<file path="src/rtl/irq_vec_pkg.sv">
package irq_vec_pkg;

   // register selects on the configuration port
   typedef enum logic [1:0] {
      SEL_BANK0 = 2'd0,
      SEL_BANK1 = 2'd1,
      SEL_BANK2 = 2'd2,
      SEL_BANK3 = 2'd3
   } irq_sel_e;

   // vector address of a source: base plus stride times index
   function automatic int unsigned vec_of(input int unsigned base,
                                          input int unsigned stride,
                                          input int unsigned idx);
      return base + stride * idx;
   endfunction

endpackage

</file>
<file path="src/rtl/irq_enable_regs.sv">
module irq_enable_regs #(
   parameter int NUM_SRC     = 24,
   parameter int SRC_PER_REG = 6,
   parameter int REG_W       = 8,
   parameter int CFG_AW      = 2,
   parameter int GEN_BIT     = 7
) (
   input  logic                clk,
   input  logic                rst_n,
   input  logic                we,
   input  logic [CFG_AW-1:0]   addr,
   input  logic [REG_W-1:0]    wdata,
   output logic [REG_W-1:0]    rdata,
   output logic [NUM_SRC-1:0]  src_en,
   output logic                glob_en
);
   localparam int NUM_REG = NUM_SRC / SRC_PER_REG;

   logic [SRC_PER_REG-1:0] bank_q [NUM_REG];
   logic                   glob_q;

   for (genvar r = 0; r < NUM_REG; r++) begin : g_bank
      always_ff @(posedge clk or negedge rst_n) begin
         if (!rst_n) begin
            bank_q[r] <= '0;
         end else if (we && addr == CFG_AW'(r)) begin
            bank_q[r] <= wdata[SRC_PER_REG-1:0];
         end
      end
      assign src_en[r*SRC_PER_REG +: SRC_PER_REG] = bank_q[r];
   end

   always_ff @(posedge clk or negedge rst_n) begin
      if (!rst_n) begin
         glob_q <= 1'b0;
      end else if (we && addr == CFG_AW'(0)) begin
         glob_q <= wdata[GEN_BIT];
      end
   end
   assign glob_en = glob_q;

   always_comb begin
      rdata = '0;
      for (int r = 0; r < NUM_REG; r++) begin
         if (addr == CFG_AW'(r)) rdata[SRC_PER_REG-1:0] = bank_q[r];
      end
      if (addr == CFG_AW'(0)) rdata[GEN_BIT] = glob_q;
   end

   // reserved data bits are never stored
   logic unused_wdata;
   assign unused_wdata = ^wdata;

endmodule

</file>
<file path="src/rtl/irq_pend_bank.sv">
module irq_pend_bank #(
   parameter int NUM_SRC = 24,
   parameter int IDX_W   = 5
) (
   input  logic                clk,
   input  logic                rst_n,
   input  logic [NUM_SRC-1:0]  irq_in,
   input  logic                clr_en,
   input  logic [IDX_W-1:0]    clr_idx,
   output logic [NUM_SRC-1:0]  pend
);
   for (genvar i = 0; i < NUM_SRC; i++) begin : g_flag
      logic flag_q;
      logic hit;
      assign hit = clr_en && (clr_idx == IDX_W'(i));
      // a new pulse wins over the clear of the same flag
      always_ff @(posedge clk or negedge rst_n) begin
         if (!rst_n) flag_q <= 1'b0;
         else        flag_q <= (flag_q & ~hit) | irq_in[i];
      end
      assign pend[i] = flag_q;
   end
endmodule

</file>
<file path="src/rtl/irq_prio_pick.sv">
module irq_prio_pick #(
   parameter int NUM_SRC = 24,
   parameter int IDX_W   = 5
) (
   input  logic [NUM_SRC-1:0] elig,
   output logic               found,
   output logic [IDX_W-1:0]   idx
);
   // fixed order: scanning downward leaves the lowest eligible index
   always_comb begin
      found = 1'b0;
      idx   = '0;
      for (int i = NUM_SRC - 1; i >= 0; i--) begin
         if (elig[i]) begin
            found = 1'b1;
            idx   = IDX_W'(i);
         end
      end
   end
endmodule

</file>
<file path="src/rtl/irq_vector_ctrl.sv">
module irq_vector_ctrl
   import irq_vec_pkg::*;
#(
   parameter int NUM_SRC     = 24,
   parameter int SRC_PER_REG = 6,
   parameter int REG_W       = 8,
   parameter int CFG_AW      = 2,
   parameter int GEN_BIT     = 7,
   parameter int VEC_W       = 16,
   parameter int VEC_BASE    = 3,
   parameter int VEC_STRIDE  = 8
) (
   input  logic                clk,
   input  logic                rst_n,
   input  logic                cfg_we,
   input  logic [CFG_AW-1:0]   cfg_addr,
   input  logic [REG_W-1:0]    cfg_wdata,
   output logic [REG_W-1:0]    cfg_rdata,
   input  logic [NUM_SRC-1:0]  irq_in,
   output logic                cpu_req,
   output logic [VEC_W-1:0]    cpu_vec,
   input  logic                cpu_ack
);
   localparam int NUM_REG = NUM_SRC / SRC_PER_REG;
   localparam int IDX_W   = (NUM_SRC > 1) ? $clog2(NUM_SRC) : 1;

   if (NUM_REG * SRC_PER_REG != NUM_SRC) begin : g_chk_split
      $error("NUM_SRC must be a multiple of SRC_PER_REG");
   end
   if ((1 << CFG_AW) < NUM_REG) begin : g_chk_addr
      $error("CFG_AW too narrow for the enable registers");
   end
   if (GEN_BIT < SRC_PER_REG || GEN_BIT >= REG_W) begin : g_chk_gen
      $error("GEN_BIT must sit above the source enables");
   end
   if (VEC_BASE + VEC_STRIDE * (NUM_SRC - 1) >= (1 << VEC_W)) begin : g_chk_vec
      $error("VEC_W too narrow for the last vector");
   end

   logic [NUM_SRC-1:0] src_en_w;
   logic               glob_en_w;
   logic [NUM_SRC-1:0] pend_w;
   logic [NUM_SRC-1:0] elig_w;
   logic               found_w;
   logic [IDX_W-1:0]   pick_w;

   logic               req_q;
   logic [IDX_W-1:0]   idx_q;
   logic [VEC_W-1:0]   vec_q;
   logic               served;

   irq_enable_regs #(
      .NUM_SRC(NUM_SRC), .SRC_PER_REG(SRC_PER_REG), .REG_W(REG_W),
      .CFG_AW(CFG_AW), .GEN_BIT(GEN_BIT)
   ) u_regs (
      .clk(clk), .rst_n(rst_n), .we(cfg_we), .addr(cfg_addr),
      .wdata(cfg_wdata), .rdata(cfg_rdata),
      .src_en(src_en_w), .glob_en(glob_en_w)
   );

   assign served = req_q & cpu_ack;

   irq_pend_bank #(.NUM_SRC(NUM_SRC), .IDX_W(IDX_W)) u_pend (
      .clk(clk), .rst_n(rst_n), .irq_in(irq_in),
      .clr_en(served), .clr_idx(idx_q), .pend(pend_w)
   );

   assign elig_w = pend_w & src_en_w & {NUM_SRC{glob_en_w}};

   irq_prio_pick #(.NUM_SRC(NUM_SRC), .IDX_W(IDX_W)) u_pick (
      .elig(elig_w), .found(found_w), .idx(pick_w)
   );

   // request handshake: latch index and vector on raise, hold to ack
   always_ff @(posedge clk or negedge rst_n) begin
      if (!rst_n) begin
         req_q <= 1'b0;
         idx_q <= '0;
         vec_q <= '0;
      end else if (!req_q) begin
         if (found_w && !cfg_we) begin
            req_q <= 1'b1;
            idx_q <= pick_w;
            vec_q <= VEC_W'(vec_of(VEC_BASE, VEC_STRIDE, int'(pick_w)));
         end
      end else if (cpu_ack) begin
         req_q <= 1'b0;
      end
   end

   assign cpu_req = req_q;
   assign cpu_vec = vec_q;

endmodule

</file>
<file path="config.mk">
export PLATFORM = sky130hd
export DESIGN_NAME = irq_vector_ctrl
export DESIGN_NICKNAME = d
export VERILOG_FILES = /design/src/rtl/irq_vec_pkg.sv /design/src/rtl/irq_enable_regs.sv /design/src/rtl/irq_pend_bank.sv /design/src/rtl/irq_prio_pick.sv /design/src/rtl/irq_vector_ctrl.sv
export SDC_FILE = /design/constraint.sdc
export NUM_CORES = 1
export LEC_CHECK = 0
export ABC_AREA = 0
export BUFFER_PORTS_ARGS = -buffer_cell sky130_fd_sc_hd__buf_2
export CORE_MARGIN = 4
export CORE_UTILIZATION = 40
export DETAILED_ROUTE_END_ITERATION = 6
export PLACE_DENSITY = 0.6
export SYNTH_ARGS = -nofsm -noshare
export SYNTH_HDL_FRONTEND = slang
export SYNTH_SLANG_ARGS = --single-unit
</file>
<file path="constraint.sdc">
create_clock -name clk -period 3.1 [get_ports clk]
set_input_delay 0.155 -clock clk [delete_from_list [all_inputs] [get_ports clk]]
set_output_delay 0.155 -clock clk [all_outputs]
set_load 0.02 [all_outputs]
</file>
## Word-level counts from Yosys, hierarchy flattened

Index checks and enable logic that the tools add are counted.

| cells by class | value |
|---|---|
| shift operators | 0 |
| reductions and logical operators | 33 |
| multiply operators | 0 |
| bitwise operators | 76 |
| $add $sub $neg | 1 |
| divide/modulo/power cells | 0 |
| mux-type cells | 56 |
| $lt $le $gt $ge | 0 |
| equal/unequal tests | 26 |

Operator list:

| cell | number |
|---|---|
| 5-bit two-way mux | 24 |
| 24-bit bitwise AND | 2 |
| 5-bit by 4-bit equality test with 1-bit output, second input constant | 8 |
| 5-bit equality test, second input constant | 8 |
| 1-bit logical AND | 29 |
| 1-bit two-way mux | 28 |
| 1-bit bitwise AND | 25 |
| 1-bit NOT | 25 |
| 6-bit two-way mux | 4 |
| 1-bit bitwise OR | 24 |
| 5-bit by 3-bit equality test with 1-bit output, second input constant | 4 |
| 5-bit by 2-bit equality test with 1-bit output, second input constant | 2 |
| 2-bit by 8-bit adder with 9-bit output, first input constant | 1 |
| 5-bit by 1-bit equality test with 1-bit output, second input constant | 1 |
| 5-bit logical NOT | 1 |
| 2-bit equality test, second input constant | 2 |
| 2-bit by 1-bit equality test with 1-bit output, second input constant | 1 |
| 2-bit logical NOT | 1 |
| 2-bit AND reduction | 1 |
| 1-bit logical NOT | 1 |

| storage, ports and cells | value |
|---|---|
| memory bits (read-only) | 0 |
| bits in registers | 71 |
| memories | 0 |
| latch bits | 0 |
| logic and storage cells | 224 |
| output and inout port bits | 25 |
| RAM bits | 0 |

## Longest topological paths before layout

Gate-level depths: netlist of the first run.

| depth | value |
|---|---|
| depth in word-level cells | 29 |
| mapped depth | 6 |

## By module

From an unflattened synthesis of the first run, not the netlist that was laid out.

| second synthesis, totals | value |
|---|---|
| cells, all modules | 296 |
| area, all modules | 3,269.4 µm² |

By module, submodules not included:

| module | area each (µm²) | cells an instance | times used | sequential area each (µm²) |
|---|---|---|---|---|
| irq_pend_bank | 1,310.0 | 130 | 1 | 600.6 |
| irq_enable_regs | 1,154.9 | 65 | 1 | 625.6 |
| irq_vector_ctrl | 513.0 | 54 | 1 | 175.2 |
| irq_prio_pick | 291.5 | 47 | 1 | 0.0 |

## Worst setup path after synthesis of the first run

Ideal clock, no wire load.

| timing path | value |
|---|---|
| path kind | reg-to-reg |
| from | register u_regs.bank_q, in the netlist u_regs.src_en[13] |
| to | register idx_q[2] |
| setup slack | 1.379 ns |
| arrival time | 1.596 ns |
| path buffers | 0 |
| stages on the path, launching flop included | 5 |
| data required time | 2.975 ns |
| path through | dfrtp_1 a22o_4 o41ai_4 a311oi_4 mux2_4 |

| between the ends | value |
|---|---|
| word-level cells in the longest chain between the ends | 18 |

RTL lines:

| element | line | source |
|---|---|---|
| start: declaration | irq_enable_regs.sv:19 | `logic [SRC_PER_REG-1:0] bank_q [NUM_REG];` |
| start signal: indexed assignment | irq_enable_regs.sv:27 | `bank_q[r] <= wdata[SRC_PER_REG-1:0];` |
| 24-bit bitwise AND * (2 in series) | irq_vector_ctrl.sv:68 | `assign elig_w = pend_w & src_en_w & {NUM_SRC{glob_en_w}};` |
| 1-bit two-way mux (14 in series) | irq_prio_pick.sv:14 | `if (elig[i]) begin` |
| 1-bit logical AND | irq_vector_ctrl.sv:81 | `if (found_w && !cfg_we) begin` |
| 2-bit AND reduction (no source line) | -- |  |
| end signal: assignment | irq_vector_ctrl.sv:83 | `idx_q <= pick_w;` |
| end: declaration | irq_vector_ctrl.sv:48 | `logic [IDX_W-1:0] idx_q;` |

Mark *: on every way between the ends. The rest lies on a longest branch, timed or not.
A chain may end at the register's enable or synchronous reset.

## Worst setup path in the final report of the first run

| timing path | value |
|---|---|
| from | register u_regs.glob_q (netlist: u_regs.glob_en) |
| to | register idx_q[2] |

| between the ends | value |
|---|---|
| word-level cells in the longest chain between the ends | 27 |

RTL lines:

| element | line | source |
|---|---|---|
| start: declaration | irq_enable_regs.sv:20 | `logic glob_q;` |
| start signal: assignment | irq_enable_regs.sv:37 | `glob_q <= wdata[GEN_BIT];` |
| 24-bit bitwise AND * | irq_vector_ctrl.sv:68 |  |
| 1-bit two-way mux (24 in series) | irq_prio_pick.sv:14 |  |
| 1-bit logical AND | irq_vector_ctrl.sv:81 |  |
| 2-bit AND reduction (no source line) | -- |  |

Marked as above.

==> flow_metrics.tcl, run 1 <==
set metrics [dict create \
    synth-adder-area-share_pct 0 \
    fraction_of_the_mapped_netlist_area_in_simple_logic_gates_pct 11.2 \
    worst_slack_ps 917 \
    clock-sinks 56 \
    globalRouteTotalUtil_pct 18.3 \
    final_cycle_utilization_of_the_critical_path_pct 70.4 \
    startpoint_to_endpoint_class_of_the_critical_path "flop to flop" \
    worst_r2r_startpoint "u_regs.glob_en" \
    cts.repair_timing.setup_buffer_count 0 \
    antennaDiodeCount 0 \
    cts_tree "yes" \
    synth_xor_area_share_pct 0 \
    route.antenna.remaining_nets 0 \
    final_layout_size_suffix_gt1_share_pct 34.9 \
    initial_antenna_violation_count 0 \
    routed_via_count_divided_by_cell_count 5.52 \
    final_cells 414 \
    finalWirelength_mm 7.61 \
    floorplan.rows 31 \
    die-height_um 94.7 \
    power.ir.vdd_worst_mv 0.274 \
    end_kind "flop" \
    hold_violations 0 \
    dp_hpwl_mm 5.91 \
    finalClockSkew_ps 6.66 \
    worst_slew_pin_slew_ps 687 \
    clockRootBuffer "clkbuf_8" \
    drc_errors 0 \
    fin_setup_tns_ps 0 \
    power.static_leakage_uw 0.00138 \
    slew-limit-headroom_pct 53.8 \
    cts-buffers-inserted 5 \
    unrepaired_setup_endpoints_after_global_routing "false" \
    grt_max_degree 31 \
    critPathLaunch "u_regs.glob_en" \
    crit_path_end "idx_q[2]" \
    critical_path.reg2reg.endpoint "idx_q[2]" \
    fin_crit_ps 2180 \
    core_region_area_mm2 0.00729 \
    postSynthAreaPerCell_um2 11.5 \
    ys_seq_elements 56 \
    ctsLongestPathBuffers 2 \
    synth_seq_area_share_pct 46.6 \
    clock_insertion_delay_worst_skew_ps 320 \
    firstDrtPassIters 4 \
    number_of_top_level_design_ports 63 \
    critical_path.startpoint_type "flop" \
    io_buffers 51 \
    placed_cells 405 \
    critical_path.max_fanout 19 \
    synth_warnings 0 \
    timing.fmax_mhz 458 \
    post_cts_resize_count 0 \
    crit_arrival_ps 2450 \
    timing.max_cap.violations 0 \
    synth.lib_cells_used.distinct 42 \
    placement.setup.worst_slack_ps 1040 \
    status "completed" \
    cp_data_required_time_ps 3370 \
    synth-compound-area-share_pct 22.6 \
    synth_mux_area_share_pct 14.6 \
    grt_first_pass_wirelength_mm 12.3 \
    final_nets 352 \
    dr.first_iter.drc_count 109 \
    synth_top_family_by_area "compound AO/OA/AOI/OAI gates" \
    initial_core_util_pct 41.2 \
    cts_htree_levels 2 \
    routed-via-count 2287 \
    powerDensity_mw_per_mm2 626 \
    die_width_um 94.7 \
    timing.final.max_slew_violations 0 \
    reg2reg_setup_slack_ps 920 \
    setup_viol 0 \
    design.die.area_mm2 0.00897 \
    reg2reg_depth 5 \
    synthToLayoutAreaGrowth_pct 13.1 \
    wire_per_inst_um 18.4 \
    synth-edff-count 0 \
    grt_overflow_total 0 \
    path_clk_slew_ps 110 \
    ys_async_sr_fraction_pct 100 \
    grt_pass1_vias 2256 \
    synth_top_flop_cell "dfrtp_1" \
    synthesis.instances 262 \
    place.gp.congestion 0.894 \
    synth_area_mm2 0.00301 \
    cts.hold.buffers_added 1 \
    hold_path_class "input pin to flop" \
]
## per-stage QoR
stage | utilization (%) | area, um^2 | hold slack [ps] | total power (uW)
3_3_place_gp | 45.3 | 3300 | 199 | 1720
4_1_cts | 46.6 | 3400 | 5.07 | 2140
6_report | 46.6 | 3400 | 1.22 | 2130
3_5_place_dp | 45.3 | 3300 | 212 | 1730
2_1_floorplan | - | 3040 | -141 | 1490
5_1_grt | 46.6 | 3400 | 0.200 | 2260
## worst min-delay path by stage
stage / startpoint / endpoint / slack, ps / cells after the start
CTS: irq_in[18] / u_pend.g_flag[18].flag_q / 5 / 2
floorplan: rst_n / cpu_req / -140 / 0
detailed placement: rst_n / u_pend.g_flag[13].flag_q / 210 / 1
global placement: rst_n / u_pend.g_flag[12].flag_q / 200 / 1
global route: irq_in[0] / u_pend.g_flag[0].flag_q / 0.2 / 2
finish: irq_in[18] / u_pend.g_flag[18].flag_q / 1 / 2
## cell families (layout without fill, tap and decap cells)
logic type,count (synthesis),after routing
flip-flops,56,56
other,1,10
AND/OR/NAND/NOR,73,73
multiplexers,32,32
buffers and inverters,22,66
AO/OA/AOI/OAI,78,78
## cell usage in the layout (no fill, tap or decap), types with 2 or more instances in the layout
cell type and instances:
a21oi_1 5, a311oi_1 2, o21ai_0 10, dfrtp_1 56, nor3_1 5, inv_1 5
a21o_1 20, a31oi_1 4, nand3b_1 3, a32o_1 2, and2_1 2, a22o_2 11
nor2b_1 2, mux2_2 24, nor2_1 7, mux2_4 2, o41ai_4 3, or2_2 2
o2111ai_1 2, a211oi_1 2, buf_2 51, a22oi_1 5, a22o_1 4, conb_1 10
clkbuf_8 5, nand2b_1 5, nand3_1 6, mux4_2 5, nand2_1 39
## critical path, stage by stage (launching register included)
cell and delay, ps:
dfrtp_1 800, inv_1 240, a2111oi_0 550, o21ai_0 190, a21oi_1 190, mux2_4 150
## state kept, by name (all words and copies together) (netlist names)
name	cells
cpu_req	1
u_regs.glob_en	1
idx_q	5
u_pend.g_flag.flag_q	24
cpu_vec	1
u_regs.src_en	24
## Yosys cell counts (6+ instances only)
master | number | share of area (%)
buf_4 | 11 | 2.7
o21ai_0 | 10 | 1.7
nand2_1 | 39 | 4.9
mux2_2 | 24 | 9.0
nor2_1 | 7 | 0.87
nand3_1 | 6 | 1.0
a22o_2 | 11 | 3.7
a21o_1 | 20 | 5.0
dfrtp_1 | 56 | 47
## routing by layer
| layer | wire [um] | track usage (%) |
|---|---|---|
| met1 | 3450 | 25.6 |
| met2 | 3430 | 27.7 |
| met3 | 564 | 5.34 |
| met4 | 161 | 4.93 |
| met5 | 0 | 0 |
## cell type report
cell class	count	area (um^2)
clock buffers	6	72.6
clock inverters	2	16.3
fillers	711	3890
inverters	5	18.8
multi-input cells	193	1500
flip-flops and latches	56	1400
well taps	99	124
repair buffers	53	273
## report_power, final
group / switching [uW] / internal (uW) / leakage (uW)
clock network: 258 / 162 / 0.0000414
logic: 380 / 308 / 0.000748
registers: 183 / 838 / 0.000589
Note: power is estimated with default switching activity, not from simulation.
==> inputs of run 2 (changes only) <==
- PLACE_DENSITY: 0.6 -> 0.63
- clock period: 3.1 -> 1.9 ns (I/O delays scaled with it)
==> flow_metrics.tcl, run 2 (same netlist as run 1, synthesis figures left out) <==
set metrics [dict create \
    status "completed" \
    globalRouteTotalUtil_pct 20.7 \
    slew-limit-headroom_pct 58.3 \
    cts-buffers-inserted 5 \
    postLayoutCellArea_mm2 0.00399 \
    critical_path.startpoint_type "flop" \
    reg2reg_depth 4 \
    min_delay_path_depth 2 \
    dp_hpwl_mm 6.78 \
    power.ir.vdd_worst_mv 0.427 \
    grt_max_degree 57 \
    startpoint_to_endpoint_class_of_the_critical_path "flop to flop" \
    design.die.area_mm2 0.00897 \
    core_region_area_mm2 0.00729 \
    setup_viol 0 \
    powerDensity_mw_per_mm2 935 \
    drc_errors 0 \
    most_frequent_cells_in_the_layout "dfrtp_1, buf_2, buf_4, nand2_1, dlygate4sd3_1" \
    grt_pass1_vias 2607 \
    cts_tree "yes" \
    grt_first_pass_wirelength_mm 14.0 \
    routed-via-count 2576 \
    grt_overflow_total 0 \
    clockRootBuffer "clkbuf_8" \
    initial_core_util_pct 41.2 \
    timing.max_cap.violations 0 \
    floorplan.rows 31 \
    placement.setup.worst_slack_ps 15.9 \
    power.static_leakage_uw 0.00169 \
    timing.fmax_mhz 542 \
    cp_data_required_time_ps 2100 \
    ctsLongestPathBuffers 2 \
    cts_htree_levels 2 \
    fin_setup_tns_ps 0 \
    mostFrequentLayoutCell "dfrtp_1" \
    num-fill-cells 681 \
    crit_arrival_ps 2040 \
    number_of_top_level_design_ports 63 \
    die_width_um 94.7 \
    final_cycle_utilization_of_the_critical_path_pct 97.0 \
    synthToLayoutAreaGrowth_pct 32.7 \
    path_clk_slew_ps 110 \
    routed_via_count_divided_by_cell_count 5.34 \
    end_kind "flop" \
    dr.first_iter.drc_count 146 \
    finalClockSkew_ps 10.3 \
    timing.final.max_slew_violations 0 \
    wire_per_inst_um 18.1 \
    antennaDiodeCount 0 \
    place.gp.congestion 0.926 \
    initial_antenna_violation_count 0 \
    firstDrtPassIters 4 \
    fin_crit_ps 1840 \
    dpl-instance-area_mm2 0.00364 \
    clock_insertion_delay_worst_skew_ps 310 \
    route.antenna.remaining_nets 0 \
    die-height_um 94.7 \
    worst_slack_on_hold_paths_ps 69.6 \
    hold_violations 0 \
    worst_slack_ps 56.1 \
    final_nets 421 \
    critical_path.max_fanout 6 \
    io_buffers 51 \
    worst_slew_pin_slew_ps 622 \
    clock-sinks 56 \
    hold_path_class "input pin to flop" \
    unrepaired_setup_endpoints_after_global_routing "false" \
    finalWirelength_mm 8.75 \
    final_layout_size_suffix_gt1_share_pct 40.5 \
    total_power_uw 3730 \
]
## run 2: changes by cell type in the layout (fill, tap and decap cells not counted)
cell | before | now
dfrtp_2 | 0 | 1
clkinv_4 | 1 | 0
dlygate4sd3_1 | 1 | 26
dfrtp_1 | 56 | 55
buf_4 | 1 | 44
clkbuf_1 | 1 | 0
inv_6 | 0 | 1
buf_12 | 0 | 1
## run 2: metal layers
| layer | up-vias | track usage [%] | wire (um) |
|---|---|---|---|
| met5 | - | 0 | 0 |
| met4 | 0 | 3.97 | 113 |
| met3 | 11 | 3.98 | 562 |
| met2 | 110 | 33.4 | 4070 |
| met1 | 1252 | 29.1 | 4010 |
| li1 | 1203 | - | - |
## run 2: per-stage QoR
step | utilization [%] | instances
after floorplan | - | 271
after global placement | 49.9 | 448
after detailed placement | 49.9 | 448
after CTS | 54.7 | 482
after global routing | 54.7 | 482
final | 54.7 | 482
## run 2: final timing paths
| kind | slack, ps | endpoint | from |
|---|---|---|---|
| min reg2reg | 490 | cpu_vec[1] | cpu_vec[1] |
| min | 70 | u_regs.src_en[22] | cfg_wdata[4] |
| max | 60 | idx_q[2] | u_regs.src_en[10] |
| min in group asynchronous | 290 | u_pend.g_flag[12].flag_q | rst_n |
| max reg2reg | 60 | idx_q[2] | u_regs.src_en[10] |
| max in group asynchronous | 1340 | u_pend.g_flag[23].flag_q | rst_n |
## run 2: power by group
group | switching [uW] | internal, uW | leakage [uW] | total, uW
combinational | 781 | 717 | 0.00106 | 1500
clock | 401 | 258 | 0.0000406 | 659
sequential | 207 | 1370 | 0.000588 | 1580
total | 1390 | 2340 | 0.00169 | 3730
## run 2: layout make-up
class,instances,area (um^2),area share [%]
clock buffers,5,68.8,1.72
flip-flops and latches,56,1400,35.1
multi-input cells,193,1500,37.5
well taps,99,124,3.10
inverters,5,18.8,0.470
clock inverters,2,16.3,0.408
repair buffers,122,866,21.7
## run 2: worst max-delay path, cell delays in order, from the launching register on
cell      delay [ps]
dfrtp_1          410
a22o_2           300
o41ai_4          460
a311oi_4         220
mux2_4           330
## run 2: what timing repair did
action	4_1_cts	5_1_grt
gates resized for setup	0	1
hold buffers	26	0
setup buffers	1	0
pin swaps	1	0
endpoints found under the hold margin	81	0
endpoints found under the setup margin	2	1
gates cloned	0	0
==> inputs of run 3 (changes only) <==
- ABC_AREA: 0 -> 1
- CORE_MARGIN: 4 -> 2
==> flow_metrics.tcl, run 3 <==
set metrics [dict create \
    status "finished, violations left" \
    failing_checks "negative setup slack" \
    synth_warnings 0 \
    grt_max_degree 25 \
    die_width_um 89.0 \
    critical_path.startpoint_type "flop" \
    initial_core_util_pct 41.9 \
    synth_top_flop_cell "dfrtp_1" \
    cts-buffers-inserted 5 \
    final_nets 495 \
    netlist_top_cells_count "nand2_1, dfrtp_1, inv_1, o21ai_0, nor2_1" \
    design.die.area_mm2 0.00792 \
    core_region_area_mm2 0.00691 \
    fin_setup_tns_ps -56.1 \
    place.gp.congestion 0.908 \
    clock-sinks 56 \
    dp_hpwl_mm 5.85 \
    die-height_um 89.0 \
    drc_errors 0 \
    finalClockSkew_ps 3.40 \
    floorplan.rows 30 \
    ys_async_sr_fraction_pct 100 \
    globalRouteTotalUtil_pct 20.2 \
    synth.lib_cells_used.distinct 28 \
    hold_path_class "input pin to flop" \
    firstDrtPassIters 4 \
    worst_slack_ps -21.5 \
    io_buffers 51 \
    cts_tree "yes" \
    synth_area_mm2 0.00289 \
    synthMostInstantiatedCell "nand2_1" \
    critical_path.max_fanout 13 \
    setup_viol 3 \
    ctsLongestPathBuffers 2 \
    ys_top_cells_by_area "dfrtp_1, nand2_1, o21ai_0, inv_1, nor2_1" \
    clockRootBuffer "clkbuf_8" \
    synthToLayoutAreaGrowth_pct 28.3 \
    final_cells 554 \
    synthesis.instances 363 \
    final_layout_size_suffix_gt1_share_pct 22.1 \
    dr.first_iter.drc_count 175 \
    grt_pass1_vias 2485 \
    number_of_top_level_design_ports 63 \
    finalWirelength_mm 7.44 \
    timing.final.max_slew_violations 0 \
    synth_top_cell_area_share_pct 48.5 \
    routed_via_count_divided_by_cell_count 4.65 \
    antennaDiodeCount 0 \
    fin_crit_ps 1920 \
    initial_antenna_violation_count 0 \
    wire_per_inst_um 13.4 \
    grt_first_pass_wirelength_mm 12.0 \
    power.static_leakage_uw 0.00184 \
    synth_seq_area_share_pct 48.5 \
    powerDensity_mw_per_mm2 951 \
    most_frequent_cells_in_the_layout "nand2_1, dfrtp_1, buf_2, inv_1, o21ai_0" \
    power.ir.vdd_worst_mv 0.354 \
    routed-via-count 2576 \
    placed_cells 518 \
    mostFrequentLayoutCell "nand2_1" \
    ys_seq_elements 56 \
    timing.max_cap.violations 0 \
    cts_htree_levels 2 \
    postSynthAreaPerCell_um2 7.97 \
    path_clk_slew_ps 90 \
    crit_arrival_ps 2120 \
    grt_overflow_total 0 \
    startpoint_to_endpoint_class_of_the_critical_path "flop to flop" \
    final_cycle_utilization_of_the_critical_path_pct 101 \
    cp_data_required_time_ps 2100 \
    timing.fmax_mhz 520 \
    post-synth-top-area-cell "dfrtp_1" \
    route.antenna.remaining_nets 0 \
    end_kind "flop" \
    clock_insertion_delay_worst_skew_ps 310 \
    unrepaired_setup_endpoints_after_global_routing "true" \
    placement.setup.worst_slack_ps -25.1 \
    synth-edff-count 0 \
    hold_violations 0 \
]
[run 3: cell count changes in the layout (fill, tap and decap cells not counted), moves of 17 or more]
| cell | change |
|---|---|
| o21ai_0 | +30 |
| mux2_2 | -24 |
| buf_4 | -28 |
| nor2_1 | +17 |
| nand2_1 | +80 |
| inv_1 | +35 |
[run 3: repair_timing]
action	4_1_cts	5_1_grt
buffers inserted	0	2
endpoints found under the setup margin	3	5
endpoints found under the hold margin	40	0
hold buffers	26	0
pin swaps	1	4
resized for setup	3	9
[run 3: critical path, cell delays in order (launching register included)]
cell and delay, ps:
dfrtp_2 460, buf_4 160, buf_12 140, inv_4 60, nor3_2 50, nor3_2 170
nand2_1 100, o21a_1 230, a21oi_4 160, nor2_1 70, o211ai_1 120, o21ai_1 90
[run 3: final timing paths]
kind	end	depth (start not counted)	slack (ps)	startpoint
worst min-delay path	u_regs.glob_en	3	60	cfg_wdata[7]
worst min register to register	cpu_vec[1]	1	500	cpu_vec[1]
worst max register to register	idx_q[1]	11	-20	u_regs.glob_en
worst max-delay path	idx_q[1]	11	-20	u_regs.glob_en
max in group asynchronous	u_pend.g_flag[16].flag_q	3	1020	rst_n
min in group asynchronous	u_regs.src_en[1]	2	230	rst_n
[run 3: layout make-up]
cell class | count | area [um^2]
fill | 690 | 3200
sequential | 56 | 1400
multi-input combinational | 257 | 1270
timing repair buffer | 95 | 667
inverter | 42 | 160
tap | 96 | 120
clock buffer | 6 | 82.6
clock inverter | 2 | 10.0
[run 3: power by group]
part	switching, uW	internal [uW]	total (uW)
Combinational	789	502	1290
Sequential	203	1360	1560
Clock	381	292	673
Total	1370	2150	3530
[run 3: metal layers]
layer | vias up | GRT usage (%) | wire [um]
li1 | 1333 | - | -
met5 | - | 0 | 0
met2 | 69 | 34.1 | 3620
met4 | 0 | 6.38 | 118
met3 | 9 | 2.77 | 306
met1 | 1165 | 27.0 | 3400
[run 3: cell families (layout without fill, tap and decap cells)]
group	after synthesis	count (layout)	share of synthesized area, %
buffers and inverters	59	145	9.78
AOI/OAI and AO/OA	64	64	13.1
DFF	56	56	48.5
and+or+nand+nor	183	183	28.6
other	1	10	0.130
[run 3: stage by stage]
step	instance area [um^2]	hold WS (ps)	util (%)	total power (uW)
2_1_floorplan	2930	-201	-	2340
3_3_place_gp	3300	39.8	47.7	2760
3_5_place_dp	3300	46.0	47.7	2780
4_1_cts	3660	53.5	53.0	3500
5_1_grt	3710	78.6	53.7	3790
6_report	3710	58.5	53.7	3530
